**src/rtl/casDecPkg.sv**
```systemverilog
package casDecPkg;

  localparam int INSTR_W = 32;
  localparam int REG_IDX_W = 5;

  localparam logic [6:0] ATOMIC_MAJOR = 7'b0101111;
  localparam logic [4:0] CAS_SELECT = 5'b00101;

  localparam logic [2:0] F3_WORD = 3'b010;
  localparam logic [2:0] F3_DOUBLE = 3'b011;
  localparam logic [2:0] F3_QUAD = 3'b100;

  typedef enum logic [1:0] {
    SZ_WORD = 2'd0,
    SZ_DOUBLE = 2'd1,
    SZ_QUAD = 2'd2
  } opSize_t;

  // strobes from the control to the datapath
  typedef struct packed {
    logic familyMatch;
    logic sizeKnown;
    opSize_t size;
    logic pairForm;
    logic sizeBanned;
  } ctrlStrobe_t;

endpackage

```
**src/rtl/casFieldPath.sv**
```systemverilog
module casFieldPath
  import casDecPkg::*;
(
  input  logic [INSTR_W-1:0] instrWord,
  input  ctrlStrobe_t strobe,
  output logic [6:0] opcodeField,
  output logic [2:0] sizeField,
  output logic [4:0] selectField,
  output logic casHit,
  output logic illegal,
  output logic [1:0] opSize,
  output logic [REG_IDX_W-1:0] addrReg,
  output logic [REG_IDX_W-1:0] cmpDstReg,
  output logic [REG_IDX_W-1:0] swapSrcReg,
  output logic pairMode,
  output logic acquireReq,
  output logic releaseReq
);

  localparam int OPC_LSB = 0;
  localparam int RD_LSB = 7;
  localparam int F3_LSB = 12;
  localparam int RS1_LSB = 15;
  localparam int RS2_LSB = 20;
  localparam int RL_BIT = 25;
  localparam int AQ_BIT = 26;
  localparam int F5_LSB = 27;

  logic oddPairReg;
  logic hitInt;

  always_comb begin
    opcodeField = instrWord[OPC_LSB +: 7];
    sizeField = instrWord[F3_LSB +: 3];
    selectField = instrWord[F5_LSB +: 5];
    cmpDstReg = instrWord[RD_LSB +: REG_IDX_W];
    addrReg = instrWord[RS1_LSB +: REG_IDX_W];
    swapSrcReg = instrWord[RS2_LSB +: REG_IDX_W];
    acquireReq = instrWord[AQ_BIT];
    releaseReq = instrWord[RL_BIT];
  end

  always_comb begin
    hitInt = strobe.familyMatch & strobe.sizeKnown;
    oddPairReg = cmpDstReg[0] | swapSrcReg[0];
    casHit = hitInt;
    pairMode = hitInt & strobe.pairForm;
    illegal = hitInt & (strobe.sizeBanned | (strobe.pairForm & oddPairReg));
    opSize = hitInt ? strobe.size : SZ_WORD;
  end

endmodule

```
**src/rtl/casLegalCtrl.sv**
```systemverilog
module casLegalCtrl
  import casDecPkg::*;
#(
  parameter int BASE_WIDTH = 64
) (
  input  logic [6:0] opcodeField,
  input  logic [2:0] sizeField,
  input  logic [4:0] selectField,
  output ctrlStrobe_t strobe
);

  localparam int PAIR_OPERAND_W = 2 * BASE_WIDTH;
  localparam bit WIDE_BASE = (BASE_WIDTH >= 64);

  logic pairDouble;
  logic pairQuad;
  logic quadBanned;

  generate
    if (WIDE_BASE) begin : g_wide
      assign pairDouble = 1'b0;
      assign pairQuad = (PAIR_OPERAND_W == 128);
      assign quadBanned = 1'b0;
    end else begin : g_narrow
      assign pairDouble = (PAIR_OPERAND_W == 64);
      assign pairQuad = 1'b0;
      assign quadBanned = 1'b1;
    end
  endgenerate

  always_comb begin
    strobe = '0;
    strobe.familyMatch = (opcodeField == ATOMIC_MAJOR) && (selectField == CAS_SELECT);
    unique case (sizeField)
      F3_WORD: begin
        strobe.sizeKnown = 1'b1;
        strobe.size = SZ_WORD;
      end
      F3_DOUBLE: begin
        strobe.sizeKnown = 1'b1;
        strobe.size = SZ_DOUBLE;
        strobe.pairForm = pairDouble;
      end
      F3_QUAD: begin
        strobe.sizeKnown = 1'b1;
        strobe.size = SZ_QUAD;
        strobe.pairForm = pairQuad;
        strobe.sizeBanned = quadBanned;
      end
      default: strobe.sizeKnown = 1'b0;
    endcase
  end

endmodule

```
**src/rtl/casDecoder.sv**
```systemverilog
module casDecoder
  import casDecPkg::*;
#(
  parameter int BASE_WIDTH = 64
) (
  input  logic [31:0] instrWord,
  output logic casHit,
  output logic illegal,
  output logic [1:0] opSize,
  output logic [4:0] addrReg,
  output logic [4:0] cmpDstReg,
  output logic [4:0] swapSrcReg,
  output logic pairMode,
  output logic acquireReq,
  output logic releaseReq
);

  ctrlStrobe_t strobe;
  logic [6:0] opcodeField;
  logic [2:0] sizeField;
  logic [4:0] selectField;

  casFieldPath u_path (
    .instrWord(instrWord),
    .strobe(strobe),
    .opcodeField(opcodeField),
    .sizeField(sizeField),
    .selectField(selectField),
    .casHit(casHit),
    .illegal(illegal),
    .opSize(opSize),
    .addrReg(addrReg),
    .cmpDstReg(cmpDstReg),
    .swapSrcReg(swapSrcReg),
    .pairMode(pairMode),
    .acquireReq(acquireReq),
    .releaseReq(releaseReq)
  );

  casLegalCtrl #(.BASE_WIDTH(BASE_WIDTH)) u_ctrl (
    .opcodeField(opcodeField),
    .sizeField(sizeField),
    .selectField(selectField),
    .strobe(strobe)
  );

endmodule

```
**config.mk**
```make
export PLATFORM = sky130hd
export DESIGN_NAME = casDecoder
export DESIGN_NICKNAME = d
export VERILOG_FILES = /design/src/rtl/casDecPkg.sv /design/src/rtl/casFieldPath.sv /design/src/rtl/casLegalCtrl.sv /design/src/rtl/casDecoder.sv
export SDC_FILE = /design/constraint.sdc
export NUM_CORES = 1
export LEC_CHECK = 0
export ABC_AREA = 1
export BUFFER_PORTS_ARGS = -buffer_cell sky130_fd_sc_hd__buf_2
export CAP_MARGIN = 20
export CORE_AREA = 3 3 40 42
export DETAILED_ROUTE_END_ITERATION = 8
export DIE_AREA = 0 0 43 45
export GPL_ROUTABILITY_DRIVEN = 0
export PLACE_DENSITY_LB_ADDON = 0.1
export SYNTH_ARGS = -nofsm -noshare
export SYNTH_HDL_FRONTEND = slang
export SYNTH_HIERARCHICAL = 1
export SYNTH_SLANG_ARGS = --single-unit
```
**constraint.sdc**
```tcl
create_clock -name vclk -period 1.3
set_input_delay 0.26 -clock vclk [all_inputs]
set_output_delay 0.26 -clock vclk [all_outputs]
set_load 0.005 [all_outputs]
```
==> flow_summary.ini <==
[clock_network]
ctsHoldBuffers = 0

[sta]
slew_viol_final = 0
final.min_clock_period_ns = 1.31
finalCritPeriodShare_pct = 100
fin_ws_ns = -0.00532
hold_ws_ns = 0.520
setup_viol = 1
hold_violations = 0
timing.fmax_mhz = 766
rsz0062_at_grt = yes
fin_setup_tns_ns = -0.00532

[route]
drt_iter0_drc = 0
drc = 0
drt-total-wl_um = 511
vias = 242
wl_per_cell_um = 7.10
vias_per_cell = 3.36
drt-pass1-iter-count = 1
ant_nets = 0

[power_and_ir_drop]
power.density_mw_per_mm2 = 174
leakage_nw = 0.208
ir_drop_uv = 49.1

[global_route]
track_usage_pct = 4.48
grt_max_degree = 4
grt-ovfl-total = 0
antenna_found_initial = 0
grt_pass1_wl_um = 724
grt_pass1_vias = 198

[logic_synthesis]
ys_seq_area_share_pct = 0
syn_inst = 65
synthTopCellsByArea = buf_4 (64%), inv_1 (9.7%), nor2_1 (5.8%), nand2_1 (4.9%), nand3_1 (3.9%)
yosysWarnings = 6
synthTopCellsByCount = buf_4 (33), inv_1 (10), nor2_1 (6), nand2_1 (5), nand3_1 (3)
synth_most_common_cell = buf_4
syn_nets = 97
synth_area_um2 = 387
synth_cell_types = 12
post-synth-top-area-fraction_pct = 64.1
yosys.area.top_type = buf_4
avgSynthCellArea_um2 = 5.95

[setup_path]
crit_path_end_kind = primary output
required_ns = 1.04
cp_top_family = simple AND/OR/NAND/NOR gates
cp_common_cell = nand2_1
crit_cells = 9
critPathLaunchType = input port
worstPathMaxFanout = 2
critical_path.slowest_cell = nor2_2
path_cells = buf_6 > inv_2 > nand2_1 > nor2_1 > nand2_1 > nor2_2 > nand3_2 > o21ai_2 > buf_2
crit_buf_inv = 3
crit_arrival_ns = 1.05
critPathKind = in2out
cpPeakStageDelay_ns = 0.13

[floorplanning]
fp.dieArea_mm2 = 0.00194
die_y_um = 45
ios = 54
core_mm2 = 0.00128
die_x_um = 43
initial_utilization_pct = 30.1
rows = 13

[cells_and_area]
clkbuf_count = 0
drive_above_1_share_pct = 61.4
final_util_pct = 24.7
fillers = 157
design.seq.count = 0
syn2layout_area_growth_pct = -17.8
antenna_cells = 0
nets = 91
seq_area_um2 = 0

[placed_design]
dp_hpwl_um = 474
port_buffers = 24

[hold_path]
hold_path.class = in2out
hold-path-cell-count = 0

[run_status]
status = finished, violations left
violations = setup timing

[flow_run]
drv_cap = 0
final timing paths:
kind	from	to
min	instrWord[18]	addrReg[3]
max	instrWord[4]	illegal
metal layers:
| layer | up-vias | GRT usage [%] | part of all wire, % |
|---|---|---|---|
| li1 | 140 | - | - |
| met3 | 0 | 2.39 | 18 |
| met2 | 15 | 7.19 | 54 |
| met5 | - | 0 | 0 |
| met1 | 87 | 5.24 | 28 |
| met4 | 0 | 1.20 | 0 |
repair_timing:
item	in CTS	in global routing
hold endpoints to repair	0	0
setup buffers	0	0
setup endpoints to repair	1	5
pin swaps	0	2
gates resized for setup	6	4
stage by stage:
| step | total power, mW | setup WS [ns] | instance area (µm²) | std cells |
|---|---|---|---|---|
| finish | 0.0553 | -0.00532 | 318 | 72 |
| global route | 0.0641 | -0.0995 | 318 | 72 |
| CTS | 0.0544 | -0.0304 | 309 | 72 |
| detailed placement | 0.0474 | -0.0636 | 285 | 72 |
| global placement | 0.0476 | -0.0471 | 285 | 72 |
| floorplan | 0.0922 | 0.105 | 387 | 65 |
cell type report:
class | instances | area (µm²) | share of cell area [%]
well taps | 15 | 18.8 | 5.91
multi-input cells | 21 | 105 | 33.1
repair buffers | 25 | 153 | 48.0
inverters | 11 | 41.3 | 13.0
kinds of logic (layout without fill, tap and decap cells):
logic type | after synthesis | after routing | share of synthesized area, %
AO/OA/AOI/OAI | 2 | 2 | 3.56
AND/OR/NAND/NOR | 18 | 18 | 20.7
other | 1 | 1 | 0.970
buffers and inverters | 44 | 36 | 74.8
report_power, final:
part	internal, mW	switching, mW	leakage, nW
Clock	0	0	0
Sequential	0	0	0
Combinational	0.0335	0.0218	0.208
cell usage in the layout, fill, tap and decap left out:
cell type,instances
nor3_1,1
buf_6,4
o21ai_2,1
inv_2,4
nand3_1,2
nand3_2,1
inv_1,7
conb_1,1
nand2_1,5
nand2_2,2
nor2_1,5
buf_4,1
buf_2,20
o21ai_1,1
nor2_2,2
No activity file was read; power rests on OpenSTA's default activity.
